[src/rtl/uart_irq_pkg.sv]
package uart_irq_pkg;

  localparam int NSRC = 5;

  // source slot index, lowest index wins
  localparam int SLOT_LINE  = 0;
  localparam int SLOT_TMO   = 1;
  localparam int SLOT_RXD   = 2;
  localparam int SLOT_THRE  = 3;
  localparam int SLOT_MODEM = 4;

  localparam logic [3:0] ID_MODEM = 4'h0;
  localparam logic [3:0] ID_NONE  = 4'h1;
  localparam logic [3:0] ID_THRE  = 4'h2;
  localparam logic [3:0] ID_RXD   = 4'h4;
  localparam logic [3:0] ID_LINE  = 4'h6;
  localparam logic [3:0] ID_TMO   = 4'hC;

  // enable register bit positions
  localparam int EN_RXD   = 0;
  localparam int EN_THRE  = 1;
  localparam int EN_LINE  = 2;
  localparam int EN_MODEM = 3;

  // line status bit positions
  localparam int LS_DR   = 0;
  localparam int LS_THRE = 5;
  localparam logic [5:0] LS_ERR_MASK = 6'h1E;

  // keep the first requesting slot only
  function automatic logic [NSRC-1:0] first_grant(input logic [NSRC-1:0] req);
    logic [NSRC-1:0] g;
    logic taken;
    g = '0;
    taken = 1'b0;
    for (int i = 0; i < NSRC; i++) begin
      if (req[i] && !taken) begin
        g[i]  = 1'b1;
        taken = 1'b1;
      end
    end
    return g;
  endfunction

  function automatic logic [3:0] id_of(input logic [NSRC-1:0] g);
    logic [3:0] id;
    id = ID_NONE;
    if (g[SLOT_LINE])       id = ID_LINE;
    else if (g[SLOT_TMO])   id = ID_TMO;
    else if (g[SLOT_RXD])   id = ID_RXD;
    else if (g[SLOT_THRE])  id = ID_THRE;
    else if (g[SLOT_MODEM]) id = ID_MODEM;
    return id;
  endfunction

  // receive level qualifier
  function automatic logic rx_level_ok(input logic fifo_on,
                                       input logic [15:0] cnt,
                                       input logic [15:0] trig);
    return !fifo_on || (cnt >= trig);
  endfunction

endpackage

[src/rtl/uart_irq_enable.sv]
module uart_irq_enable
  import uart_irq_pkg::*;
#(
  parameter int EN_W = 4
) (
  input  logic            clk,
  input  logic            rst_n,
  input  logic            ier_wr,
  input  logic [7:0]      ier_wdata,
  input  logic            thr_wr,
  input  logic            iir_rd,
  input  logic            reported_thre,
  input  logic            thre_set,
  input  logic            thr_empty,
  output logic [EN_W-1:0] ier_q,
  output logic            thre_pend
);

  logic thri_toggle;
  logic rd_clear;
  logic pend_next;

  assign thri_toggle = ier_wr && (ier_q[EN_THRE] != ier_wdata[EN_THRE]);
  assign rd_clear    = iir_rd && reported_thre;

  always_comb begin
    pend_next = thre_pend;
    if (thre_set)              pend_next = 1'b1;
    if (rd_clear || thr_wr)    pend_next = 1'b0;
    if (thri_toggle)           pend_next = ier_wdata[EN_THRE] && thr_empty;
  end

  always_ff @(posedge clk or negedge rst_n) begin
    if (!rst_n) begin
      ier_q     <= '0;
      thre_pend <= 1'b0;
    end else begin
      if (ier_wr) ier_q <= ier_wdata[EN_W-1:0];
      thre_pend <= pend_next;
    end
  end


  ier_store_chk: assert property (@(posedge clk) disable iff (!rst_n)
    ier_wr && (ier_wdata[7:4] != 4'h0) |=> ier_q == $past(ier_wdata[EN_W-1:0]));


  thr_write_clear_chk: assert property (@(posedge clk) disable iff (!rst_n)
    thr_wr && !thri_toggle |=> !thre_pend);


  thre_set_chk: assert property (@(posedge clk) disable iff (!rst_n)
    thre_set && !thr_wr && !rd_clear && !thri_toggle |=> thre_pend);


  read_clear_chk: assert property (@(posedge clk) disable iff (!rst_n)
    rd_clear && !thri_toggle |=> !thre_pend);


  rearm_chk: assert property (@(posedge clk) disable iff (!rst_n)
    thri_toggle |=> thre_pend == $past(ier_wdata[EN_THRE] && thr_empty));

endmodule

[src/rtl/uart_irq_sources.sv]
module uart_irq_sources
  import uart_irq_pkg::*;
#(
  parameter int CNT_W = 5,
  parameter int EN_W  = 4
) (
  input  logic [EN_W-1:0]  ier_q,
  input  logic [5:0]       lsr,
  input  logic             fifo_en,
  input  logic [CNT_W-1:0] rx_count,
  input  logic [CNT_W-1:0] rx_trig,
  input  logic             timeout_pend,
  input  logic             thre_pend,
  input  logic [3:0]       msr_delta,
  output logic [NSRC-1:0]  req
);

  logic line_err;
  logic rx_level;

  assign line_err = |(lsr & LS_ERR_MASK);
  assign rx_level = rx_level_ok(fifo_en, 16'(rx_count), 16'(rx_trig));

  assign req[SLOT_LINE]  = ier_q[EN_LINE]  && line_err;
  assign req[SLOT_TMO]   = ier_q[EN_RXD]   && timeout_pend;
  assign req[SLOT_RXD]   = ier_q[EN_RXD]   && lsr[LS_DR] && rx_level;
  assign req[SLOT_THRE]  = ier_q[EN_THRE]  && thre_pend;
  assign req[SLOT_MODEM] = ier_q[EN_MODEM] && (|msr_delta);

endmodule

[src/rtl/uart_irq_prio.sv]
module uart_irq_prio
  import uart_irq_pkg::*;
(
  input  logic            clk,
  input  logic            rst_n,
  input  logic [NSRC-1:0] req,
  input  logic            fifo_en,
  output logic [7:0]      iir_q,
  output logic            irq_q
);

  logic [NSRC-1:0] grant;
  logic [3:0]      id_now;

  assign grant  = first_grant(req);
  assign id_now = id_of(grant);

  always_ff @(posedge clk or negedge rst_n) begin
    if (!rst_n) begin
      iir_q <= {4'h0, ID_NONE};
      irq_q <= 1'b0;
    end else begin
      iir_q <= {{2{fifo_en}}, 2'b00, id_now};
      irq_q <= (id_now != ID_NONE);
    end
  end


  line_wins_chk: assert property (@(posedge clk) disable iff (!rst_n)
    req[SLOT_LINE] |=> iir_q[3:0] == ID_LINE);


  modem_lowest_chk: assert property (@(posedge clk) disable iff (!rst_n)
    req[SLOT_MODEM] && (req[SLOT_THRE:SLOT_LINE] == '0) |=> iir_q[3:0] == ID_MODEM);


  idle_code_chk: assert property (@(posedge clk) disable iff (!rst_n)
    req == '0 |=> iir_q[3:0] == ID_NONE);


  irq_matches_id_chk: assert property (@(posedge clk) disable iff (!rst_n)
    irq_q == (iir_q[3:0] != ID_NONE));


  fifo_bits_chk: assert property (@(posedge clk) disable iff (!rst_n)
    1'b1 |=> iir_q[7:4] == {{2{$past(fifo_en)}}, 2'b00});

endmodule

[src/rtl/uart_irq_arbiter.sv]
module uart_irq_arbiter
  import uart_irq_pkg::*;
#(
  parameter int CNT_W = 5
) (
  input  logic             clk,
  input  logic             rst_n,
  input  logic             ier_wr,
  input  logic [7:0]       ier_wdata,
  input  logic             thr_wr,
  input  logic             iir_rd,
  input  logic             thre_set,
  input  logic             fifo_en,
  input  logic [5:0]       lsr,
  input  logic [CNT_W-1:0] rx_count,
  input  logic [CNT_W-1:0] rx_trig,
  input  logic             timeout_pend,
  input  logic [3:0]       msr_delta,
  output logic             irq,
  output logic [7:0]       iir_out,
  output logic [3:0]       ier_out
);

  localparam int EN_W = 4;

  logic [EN_W-1:0] ier_q;
  logic            thre_pend;
  logic [NSRC-1:0] req;
  logic [7:0]      iir_q;
  logic            irq_q;
  logic            reported_thre;

  assign reported_thre = (iir_q[3:0] == ID_THRE);

  uart_irq_enable #(.EN_W(EN_W)) u_enable (
    .clk           (clk),
    .rst_n         (rst_n),
    .ier_wr        (ier_wr),
    .ier_wdata     (ier_wdata),
    .thr_wr        (thr_wr),
    .iir_rd        (iir_rd),
    .reported_thre (reported_thre),
    .thre_set      (thre_set),
    .thr_empty     (lsr[LS_THRE]),
    .ier_q         (ier_q),
    .thre_pend     (thre_pend)
  );

  uart_irq_sources #(.CNT_W(CNT_W), .EN_W(EN_W)) u_sources (
    .ier_q        (ier_q),
    .lsr          (lsr),
    .fifo_en      (fifo_en),
    .rx_count     (rx_count),
    .rx_trig      (rx_trig),
    .timeout_pend (timeout_pend),
    .thre_pend    (thre_pend),
    .msr_delta    (msr_delta),
    .req          (req)
  );

  uart_irq_prio u_prio (
    .clk     (clk),
    .rst_n   (rst_n),
    .req     (req),
    .fifo_en (fifo_en),
    .iir_q   (iir_q),
    .irq_q   (irq_q)
  );

  assign irq     = irq_q;
  assign iir_out = iir_q;
  assign ier_out = ier_q;

endmodule

[config.mk]
export PLATFORM = sky130hd
export DESIGN_NAME = uart_irq_arbiter
export DESIGN_NICKNAME = d
export VERILOG_FILES = /design/src/rtl/uart_irq_pkg.sv /design/src/rtl/uart_irq_enable.sv /design/src/rtl/uart_irq_sources.sv /design/src/rtl/uart_irq_prio.sv /design/src/rtl/uart_irq_arbiter.sv
export SDC_FILE = /design/constraint.sdc
export NUM_CORES = 1
export LEC_CHECK = 0
export ABC_AREA = 1
export BUFFER_PORTS_ARGS = -buffer_cell sky130_fd_sc_hd__buf_2
export CORE_MARGIN = 10
export CORE_UTILIZATION = 41
export DETAILED_ROUTE_END_ITERATION = 6
export HOLD_SLACK_MARGIN = 0.05
export PLACE_DENSITY = 0.86
export SLEW_MARGIN = 20
export SYNTH_ARGS = -nofsm -noshare
export SYNTH_HDL_FRONTEND = slang
export SYNTH_SLANG_ARGS = --single-unit
[constraint.sdc]
create_clock -name clk -period 2.2 [get_ports clk]
set_clock_uncertainty 0.1 [all_clocks]
set_input_delay 0.11 -clock clk [delete_from_list [all_inputs] [get_ports clk]]
set_output_delay 0.11 -clock clk [all_outputs]
set_load 0.02 [all_outputs]
# [After elaboration in Yosys (flattened, before gate mapping)]
# Cells that the tools add are included.
[word_totals] ff_bits=11 output_inout_bits=13
[op_classes] reduce_logical=23 mux=16 n_eq_ne=3 magnitude_cmp=1
[op_table] operator="two-way mux 4 bit" count=4
[op_table] operator="logical AND 1 bit" count=13
[op_table] operator="two-way mux 1 bit" count=12
[op_table] operator="OR reduction 4 bit" count=2
[op_table] operator="greater-or-equal comparator 5 bit" count=1
[op_table] operator="zero test 1 bit" count=5
[op_table] operator="equality test 4 x 2 -> 1 bit, second input constant" count=1
[op_table] operator="inequality test 4 x 1 -> 1 bit, second input constant" count=1
[op_table] operator="nonzero test 3 bit" count=1
[op_table] operator="logical OR 1 bit" count=2
[op_table] operator="inequality test 1 bit" count=1

# [Logic depth before layout (Yosys ltp)]
# Gate-level depths: netlist of run 1.
[logic_depth] word_depth=21 depth_mapped=11 depth_no_buf=11

# [Cells and area by module]
# From an unflattened synthesis of run 1, not the netlist that was laid out.
[hier_totals] hier_cells=91 area_unflattened_um2=706.9
[by_module_without_submodules] mod="uart_irq_enable" cells_each=24 area_each_um2=254.0 instances=1 seq_area_each_um2=125.1
[by_module_without_submodules] mod="uart_irq_prio" cells_each=21 area_each_um2=227.7 instances=1 seq_area_each_um2=151.4
[by_module_without_submodules] mod="uart_irq_sources" cells_each=40 area_each_um2=202.7 instances=1 seq_area_each_um2=0.0
[by_module_without_submodules] mod="uart_irq_arbiter" cells_each=6 area_each_um2=22.5 instances=1 seq_area_each_um2=0.0

# [Worst setup path before layout of run 1]
# OpenSTA, ideal clock, no wires.
[synth_timing] path_kind="reg-to-reg" startpoint="register u_enable.ier_q[1]" endpoint="register u_enable.thre_pend" path_buffers=0 arrival_time_ns=0.922 required_time_ns=2.020 slack_ns=1.099 synth_period_minus_slack_ns=1.101 stages_incl_launch_ff=5 path_cell_list="dfrtp_1 or2_1 nand3_1 o21ai_1 o22ai_2"
[synth_via] elab_chain_len=3 elab_cells_between_ends=4
[synth_rtl] element="from (decl)" line="uart_irq_enable.sv:15" text="output logic [EN_W-1:0] ier_q,"
[synth_rtl] element="from (signal assigned)" line="uart_irq_enable.sv:38" text="if (ier_wr) ier_q <= ier_wdata[EN_W-1:0];"
[synth_rtl] element="inequality test 1 bit *" line="uart_irq_enable.sv:23" text="assign thri_toggle = ier_wr && (ier_q[EN_THRE] != ier_wdata[EN_THRE]);"
[synth_rtl] element="logical AND 1 bit *" line="uart_irq_enable.sv:23"
[synth_rtl] element="nonzero test 3 bit (no source line) / two-way mux 1 bit (equally long branches)"
[synth_rtl] element="to (signal assigned)" line="uart_irq_enable.sv:39" text="thre_pend <= pend_next;"
[synth_rtl] element="to (decl)" line="uart_irq_enable.sv:16" text="output logic thre_pend"
# Every way passes the cells marked *; elsewhere a longest branch is shown, timed or not.
# A chain may end at the register's enable or synchronous reset.

# [Worst setup path after layout of run 1]
[layout_timing] startpoint="input port ier_wdata[1]" endpoint="register u_enable.thre_pend"
[layout_via] elab_chain_len=3 elab_cells_between_ends=5
[layout_rtl] element="from (decl)" line="uart_irq_arbiter.sv:9" text="input logic [7:0] ier_wdata,"
[layout_rtl] element="inequality test 1 bit" line="uart_irq_enable.sv:23"
[layout_rtl] element="logical AND 1 bit" line="uart_irq_enable.sv:23"
[layout_rtl] element="nonzero test 3 bit (no source line) / two-way mux 1 bit (equally long branches)"
# Several ways; a longest one is shown, not always the timed one.

==> results.cfg, run 1 <==
[critical_path]
crit_top_cell = dlygate4sd3_1
critPathKind = input pin to flop
path_cells = dlygate4sd3_1 > buf_2 > or2_1 > nand3_1 > o21ai_1 > o22ai_2 > dlygate4sd3_1
endpoint_kind = flop
critical_path_arrival_ps = 1860
cp-start-kind = input pin
path_max_fanout = 3
rrSetupSlack_ps = 550
cp_top_family = buffers and inverters
cp_slowest_cell = dlygate4sd3_1
critPathRequiredTime_ps = 2290
slowest_delay_ps = 570
cp_num_buf_inv = 3

[cts]
cts_tree = done
clk_path_buf_depth = 2
cts.sinks = 11
cts_resized = 0
clockRootBuffer = clkbuf_4
htreeDepth = 1
clock_latency_ps = 260
cts.clk_slew.worst_paths_ps = 80
cts_buffers = 3

[power_and_ir_drop]
max-vdd-ir-drop_mv = 0.219
cellLeakagePower_nw = 0.578
power_uw = 536
power_density_nw_per_um2 = 542

[global_route]
grt_antenna_before_repair = 0
grt_max_degree = 12
first_global_vias = 685
grt_pass1_wl_um = 2870
grt_usage_pct = 9.92
grt_overflow_total = 0

[cells_and_area]
syn2layout_area_growth_pct = 49.7
diodes = 0
nNetsFinal = 172
final_util_pct = 65.5
design_area_um2 = 987
drive_above_1_share_pct = 43.1

[floorplanning]
num_rows = 14
io_pins = 49
dieArea_um2 = 3610
initial_core_util_pct = 43.8
die_w_um = 60.1
coreArea_um2 = 1510
die_h_um = 60.1

[timing]
hold_slack_ps = 44.7
final.min_clock_period_ps = 1760
setup_viol = 0
finalHoldViolations = 0
rsz0062_at_grt = no
final_max_slew_viol_count = 0
fmax_mhz = 567
fin_tns_setup_ps = 0
period_share_pct = 80.2

[drt]
drt_iter0_drc = 18
vias = 669
dr.pass1.iters = 4
wire_per_inst_um = 12.5
ant_nets = 0
routed_via_density = 4.58
drt-total-wl_um = 1830
drc = 0

[logic_synthesis]
yosysWarnings = 0
ys_ff_latch = 11
synth_edf_count = 0
yosys.area.top_type = dfrtp_1
syn_area_um2 = 659
synth_cell_types = 21
yosysSeqAreaShare_pct = 41.9
synth_cells = 77
yosysTopAreaCellShare_pct = 38.0
async_flop_share_pct = 100
yosys-top-cells-count = 19 x nand2_1, 12 x inv_1, 10 x dfrtp_1, 5 x ha_1, 4 x nor2_1
syn_area_per_cell_um2 = 8.56
synth.top_cells.by_area = dfrtp_1 38%, nand2_1 11%, ha_1 9.5%
synth_ff_type = dfrtp_1
yosys.cell_count.top_type = nand2_1

[placed_design]
portBuffers = 42
place_area_um2 = 871
dp_hpwl_um = 1500
gp_congestion = 0.641

[hold_path]
hold_class = input pin to flop

[flow_run]
drv_cap = 0

[run_status]
status = completed
registers in the layout, indices dropped and copies added, names as in the netlist:
signal	count
u_prio.iir_q	5
u_enable.ier_q	4
u_enable.thre_pend	1
u_prio.irq_q	1
path summary, 6_finish.rpt:
path | startpoint | to | depth (start not counted)
worst max-delay path | ier_wdata[1] | u_enable.thre_pend$_DFFE_PN0P_ | 7
worst min-delay path | lsr[1] | u_prio.iir_q[3]$_DFF_PN0_ | 4
worst max register to register | u_enable.ier_q[1]$_DFFE_PN0P_ | u_enable.thre_pend$_DFFE_PN0P_ | 5
worst min register to register | u_enable.ier_q[3]$_DFFE_PN0P_ | u_enable.ier_q[3]$_DFFE_PN0P_ | 1
max in group asynchronous | rst_n | u_prio.iir_q[0]$_DFF_PN1_ | 2
min in group asynchronous | rst_n | u_enable.ier_q[2]$_DFFE_PN0P_ | 2
report_power, final:
group | internal, mW | switching (mW) | total, mW
logic | 0.0756 | 0.0871 | 0.163
registers | 0.223 | 0.0135 | 0.237
clock network | 0.0700 | 0.0660 | 0.136
total | 0.369 | 0.167 | 0.536
metrics by stage:
step	cells	setup WS, ps
5_1_grt	146	404
3_5_place_dp	133	973
4_1_cts	146	514
6_report	146	436
3_3_place_gp	133	1000
2_1_floorplan	78	1100
what timing repair did:
action | 4_1_cts | 5_1_grt
buffers inserted | 0 | 0
hold endpoints to repair | 18 | 0
hold buffers | 9 | 0
final cells by class:
type	count	area (um^2)
clock buffer	4	26.3
fill	135	519
inverter	13	48.8
multi-input combinational	51	315
sequential	11	277
tap	16	20.0
timing repair buffer	51	300
worst register-to-register path, delay by kind of cell, from the launching register on:
kind	cells	cell delay (ps)
buffers and inverters	1	570
AO/OA/AOI/OAI	2	180
flip-flops	1	410
AND/OR/NAND/NOR	2	330
routing by layer:
| layer | up-vias | track usage, % | share of wire (%) |
|---|---|---|---|
| li1 | 343 | - | - |
| met1 | 297 | 9.51 | 36 |
| met2 | 25 | 19.0 | 54 |
| met3 | 4 | 2.12 | 7.5 |
| met4 | 0 | 5.13 | 2.2 |
| met5 | - | 0 | 0 |
cell usage in the layout (no fill, tap or decap):
| cell type | count |
|---|---|
| buf_2 | 42 |
| nand2_1 | 19 |
| inv_1 | 12 |
| dfrtp_1 | 10 |
| dlygate4sd3_1 | 9 |
| ha_1 | 5 |
| nor2_1 | 4 |
| nor2_2 | 3 |
| nand2_2 | 3 |
| a21oi_1 | 3 |
| mux2_1 | 3 |
| clkbuf_4 | 3 |
| nand3_1 | 2 |
| conb_1 | 2 |
| inv_2 | 1 |
| a21boi_4 | 1 |
| nand4_1 | 1 |
| o21ai_0 | 1 |
| or2_1 | 1 |
| o21ai_1 | 1 |
| a31o_2 | 1 |
| o22ai_2 | 1 |
| clkbuf_1 | 1 |
| dfstp_2 | 1 |
logic make-up (layout without fill, tap and decap cells):
group	Yosys count	count (layout)	share of synthesized area, %
flops	11	11	41.9
mux	3	3	5.12
buf+inv	16	68	10.8
fa+ha+maj	5	5	9.49
compound gates	8	8	9.87
other cells	1	2	0.569
simple gates	33	33	22.2
Note: power is estimated with default switching activity, not from simulation.
==> inputs of run 2 (changes only) <==
--- a/config.mk
+++ b/config.mk
@@ -8,10 +8,10 @@
 export ABC_AREA = 1
 export BUFFER_PORTS_ARGS = -buffer_cell sky130_fd_sc_hd__buf_2
 export CORE_MARGIN = 10
-export CORE_UTILIZATION = 41
+export CORE_UTILIZATION = 35
 export DETAILED_ROUTE_END_ITERATION = 6
 export HOLD_SLACK_MARGIN = 0.05
-export PLACE_DENSITY = 0.86
+export PLACE_DENSITY = 0.79
 export SLEW_MARGIN = 20
 export SYNTH_ARGS = -nofsm -noshare
 export SYNTH_HDL_FRONTEND = slang
==> constraint.sdc (replaced) <==
create_clock -name clk -period 1.6 [get_ports clk]
set_clock_uncertainty 0.1 [all_clocks]
set_input_delay 0.08 -clock clk [delete_from_list [all_inputs] [get_ports clk]]
set_output_delay 0.08 -clock clk [all_outputs]
set_load 0.02 [all_outputs]
==> results.cfg, run 2 (synthesis gave the netlist of run 1 again) <==
[cts]
htreeDepth = 1
cts_setup_buffers = 0
cts_tree = done
clockRootBuffer = clkbuf_4
cts.sinks = 11
clock_latency_ps = 270
cts.clk_slew.worst_paths_ps = 60
clk_path_buf_depth = 2
cts_buffers = 3

[run_status]
violations = setup timing
status = complete, but fails checks

[cells_and_area]
syn2layout_area_growth_pct = 67.7
multi_input_area_um2 = 320
nNetsFinal = 182
design_area_um2 = 1110
largest-register = u_prio.iir_q
seq_area_um2 = 277
largest_reg_flops = 5
largestRegisters = u_prio.iir_q (5), u_enable.ier_q (4)
final_common_cell = buf_2
drive_above_1_share_pct = 41.4
final_cell_mix = 42 x buf_2, 19 x dlygate4sd3_1, 18 x nand2_1
n_fill_cell = 174

[global_route]
grt_pass1_wl_um = 3440
grt_max_degree = 12
grt_overflow_total = 0
first_global_vias = 774
grt_usage_pct = 10.8
grt_antenna_before_repair = 1

[placed_design]
dp_hpwl_um = 1540
portBuffers = 42
gp_congestion = 0.766
pre_cts_ws_ps = 412
place_area_um2 = 882

[critical_path]
slowest_delay_ps = 590
path_cells = dlygate4sd3_1 > buf_2 > nor2_1 > dlygate4sd3_1 > nand2_1 > nand2_2 > nand4_1
cp-start-kind = input pin
crit_top_cell = dlygate4sd3_1
cp_top_family = buffers and inverters
cp_num_buf_inv = 3
critPathKind = input pin to flop
critical_path_arrival_ps = 1670
cp_slowest_cell = dlygate4sd3_1
endpoint_kind = flop
path_max_fanout = 2
critPathRequiredTime_ps = 1640

[drt]
vias = 724
wire_per_inst_um = 13.2
drc = 0
routed_via_density = 4.36
ant_nets = 0
drt-total-wl_um = 2190
drt_iter0_drc = 20
dr.pass1.iters = 4

[timing]
period_share_pct = 102
worst_slack_ps = -27.6
fin_tns_setup_ps = -49.8
hold_slack_ps = 56.7
finalHoldViolations = 0
fmax_mhz = 614
final.min_clock_period_ps = 1630
setup_viol = 2
final_max_slew_viol_count = 0

[flow_run]
drv_cap = 0

[floorplanning]
io_pins = 49
coreArea_um2 = 1760
die_h_um = 63.4
num_rows = 15
die_w_um = 63.4
initial_core_util_pct = 37.4
dieArea_um2 = 4020

[hold_path]
hold_class = input pin to flop

[power_and_ir_drop]
power_uw = 767
cellLeakagePower_nw = 0.623
power_density_nw_per_um2 = 693
max-vdd-ir-drop_mv = 0.482
[run 2: through the flow]
stage / util [%] / instances
after detailed placement: 50.0 / 142
after global placement: 50.0 / 142
after CTS: 62.8 / 166
after global routing: 62.7 / 166
after floorplan: - / 78
final: 62.7 / 166
[run 2: timing repair]
action / CTS / global route
resized for setup: 0 / 2
endpoints found under the hold margin: 20 / 1
setup endpoints to repair: 0 / 3
hold buffers: 20 / 1
[run 2: layout make-up]
cell class                      instances  area share, %
Timing Repair Buffer                   61           36.2
Multi-Input combinational cell         51           29.0
Sequential cell                        11           25.0
Inverter                               13           4.41
Tap cell                               25           2.83
Clock buffer                            4           2.38
Antenna cell                            1          0.226
[run 2: metal layers]
layer  share of wire, %  vias to the layer above  GRT usage [%]  wire length [um]
li1                   -                      362              -                 -
met1                 30                      321           8.73               665
met2                 57                       33           19.7              1240
met3                8.1                        8           5.12               178
met4                4.7                        0           7.92               103
met5                  0                        -              0                 0
[run 2: path summary, 6_finish.rpt]
path	cells past startpoint	startpoint	end	slack, ps
min reg2reg	3	u_enable.ier_q[3]$_DFFE_PN0P_	u_prio.iir_q[0]$_DFF_PN1_	450
min	5	lsr[1]	u_prio.iir_q[1]$_DFF_PN0_	60
max in group asynchronous	2	rst_n	u_prio.iir_q[0]$_DFF_PN1_	1040
min in group asynchronous	2	rst_n	u_prio.iir_q[6]$_DFF_PN0_	100
max reg2reg	2	u_enable.ier_q[2]$_DFFE_PN0P_	u_enable.ier_q[2]$_DFFE_PN0P_	60
max	7	msr_delta[0]	u_prio.irq_q$_DFF_PN0_	-30
[run 2: worst register-to-register path, stage by stage (launching register included)]
cell and delay [ps]:
dfrtp_1 440, mux2_1 310, dlygate4sd3_1 570
[run 2: power by group]
group / total (mW) / internal (mW) / switching [mW]
sequential: 0.326 / 0.307 / 0.0191
combinational: 0.254 / 0.125 / 0.128
clock: 0.187 / 0.0966 / 0.0905
==> inputs of run 3 (changes only) <==
--- a/config.mk
+++ b/config.mk
@@ -6,12 +6,12 @@
 export NUM_CORES = 1
 export LEC_CHECK = 0
 export ABC_AREA = 1
-export BUFFER_PORTS_ARGS = -buffer_cell sky130_fd_sc_hd__buf_2
-export CORE_MARGIN = 10
-export CORE_UTILIZATION = 35
+export CORE_AREA = 10 10 47 49
 export DETAILED_ROUTE_END_ITERATION = 6
+export DIE_AREA = 0 0 57 59
+export DONT_BUFFER_PORTS = 1
 export HOLD_SLACK_MARGIN = 0.05
-export PLACE_DENSITY = 0.79
+export PLACE_DENSITY = 0.72
 export SLEW_MARGIN = 20
 export SYNTH_ARGS = -nofsm -noshare
 export SYNTH_HDL_FRONTEND = slang
==> results.cfg, run 3 (synthesis gave the netlist of run 1 again) <==
[run_status]
status = completed

[drt]
drt_iter0_drc = 9
dr.pass1.iters = 4
wire_per_inst_um = 15.0
routed_via_density = 4.97
vias = 591
drt-total-wl_um = 1780
ant_nets = 0
drc = 0

[cts]
clock_latency_ps = 260
cts.clk_slew.worst_paths_ps = 70
htreeDepth = 1
clockRootBuffer = clkbuf_4
ctsHoldBuffers = 24
clk_path_buf_depth = 2
cts_tree = done
cts_resized = 0
cts_buffers = 3
cts.sinks = 11
cts_setup_buffers = 0

[critical_path]
path_cells = inv_1 > o21ai_0 > dlygate4sd3_1
critical_path_arrival_ps = 1600
critPathRequiredTime_ps = 1700
cp_top_family = buffers and inverters
cp_slowest_cell = dlygate4sd3_1
cp_num_buf_inv = 2
endpoint_kind = flop
cp-start-kind = flop
path_max_fanout = 5
slowest_delay_ps = 560
critPathKind = flop to flop

[cells_and_area]
final_cell_mix = 24 x dlygate4sd3_1, 19 x nand2_1, 12 x inv_1
final_common_cell = dlygate4sd3_1
syn2layout_area_growth_pct = 40.6
largest_reg_flops = 5
diodes = 0
largest-register = u_prio.iir_q
nNetsFinal = 145
largestRegisters = u_prio.iir_q (5), u_enable.ier_q (4)
drive_above_1_share_pct = 13.6

[global_route]
first_global_vias = 642
grt-busiest-layer = met2
grt_use_met2_pct = 19.5
met1_usage_pct = 10.2
grt_max_degree = 12
grt_overflow_total = 0
met3_usage_pct = 5.36
grt_antenna_before_repair = 0
grt_usage_pct = 10.9
grt_pass1_wl_um = 2960

[floorplanning]
dieArea_um2 = 3360
die_w_um = 57
io_pins = 49
num_rows = 14
die_h_um = 59
coreArea_um2 = 1400
initial_core_util_pct = 47.1

[timing]
rsz0062_at_grt = no
fin_tns_setup_ps = 0
fmax_mhz = 664
period_share_pct = 94.1
final.min_clock_period_ps = 1510
worst_slack_ps = 94.6
setup_viol = 0
finalHoldViolations = 0
final_max_slew_viol_count = 0
hold_slack_ps = 71.6

[power_and_ir_drop]
power_density_nw_per_um2 = 764
power_uw = 708
cellLeakagePower_nw = 0.479
max-vdd-ir-drop_mv = 0.434

[placed_design]
portBuffers = 0
pre_cts_ws_ps = 450
gp_congestion = 0.617
dp_hpwl_um = 1250

[flow_run]
drv_cap = 0

[hold_path]
hold_class = input pin to flop
-- run 3: cell count changes in the layout (fill, tap and decap cells not counted) --
cell | before | now
buf_2 | 42 | 0
diode_2 | 1 | 0
dlygate4sd3_1 | 19 | 24
nand2_1 | 18 | 19
nand2_2 | 4 | 3
nor2_1 | 3 | 4
nor2_2 | 4 | 3
-- run 3: report_power, final --
group	internal, mW	total (mW)	switching, mW
sequential	0.307	0.365	0.0577
clock	0.0962	0.185	0.0887
combinational	0.0861	0.158	0.0722
total	0.490	0.708	0.219
-- run 3: layout make-up --
cell class,count,area (um^2)
clock buffers,4,26.3
fillers,109,474
inverters,13,48.8
multi-input cells,51,315
flip-flops and latches,11,277
well taps,16,20.0
repair buffers,24,240
-- run 3: worst reg2reg max path, delay by kind of cell (launching register included) --
family | cells | cell delay, ps
buf+inv | 2 | 660
compound gates | 1 | 170
flops | 1 | 510
-- run 3: worst paths after layout --
path	startpoint	endpoint	slack, ps	depth (start not counted)
worst max register to register	u_enable.ier_q[1]$_DFFE_PN0P_	u_enable.ier_q[1]$_DFFE_PN0P_	90	3
min in group asynchronous	rst_n	u_prio.iir_q[1]$_DFF_PN0_	110	1
worst min register to register	u_enable.thre_pend$_DFFE_PN0P_	u_prio.irq_q$_DFF_PN0_	480	2
worst max-delay path	u_enable.ier_q[1]$_DFFE_PN0P_	u_enable.ier_q[1]$_DFFE_PN0P_	90	3
max in group asynchronous	rst_n	u_prio.iir_q[0]$_DFF_PN1_	940	1
worst min-delay path	ier_wdata[1]	u_enable.thre_pend$_DFFE_PN0P_	70	4
-- run 3: layer usage --
| layer | wire [um] | vias up |
|---|---|---|
| li1 | - | 287 |
| met1 | 614 | 273 |
| met2 | 955 | 29 |
| met3 | 188 | 2 |
| met4 | 23 | 0 |
| met5 | 0 | - |
-- run 3: metrics by stage --
| stage | util [%] | area, um^2 | instances |
|---|---|---|---|
| after floorplan | - | 663 | 78 |
| after global placement | 47.1 | 661 | 91 |
| after detailed placement | 47.1 | 661 | 91 |
| after CTS | 66.2 | 927 | 119 |
| after global routing | 66.2 | 927 | 119 |
| final | 66.2 | 927 | 119 |
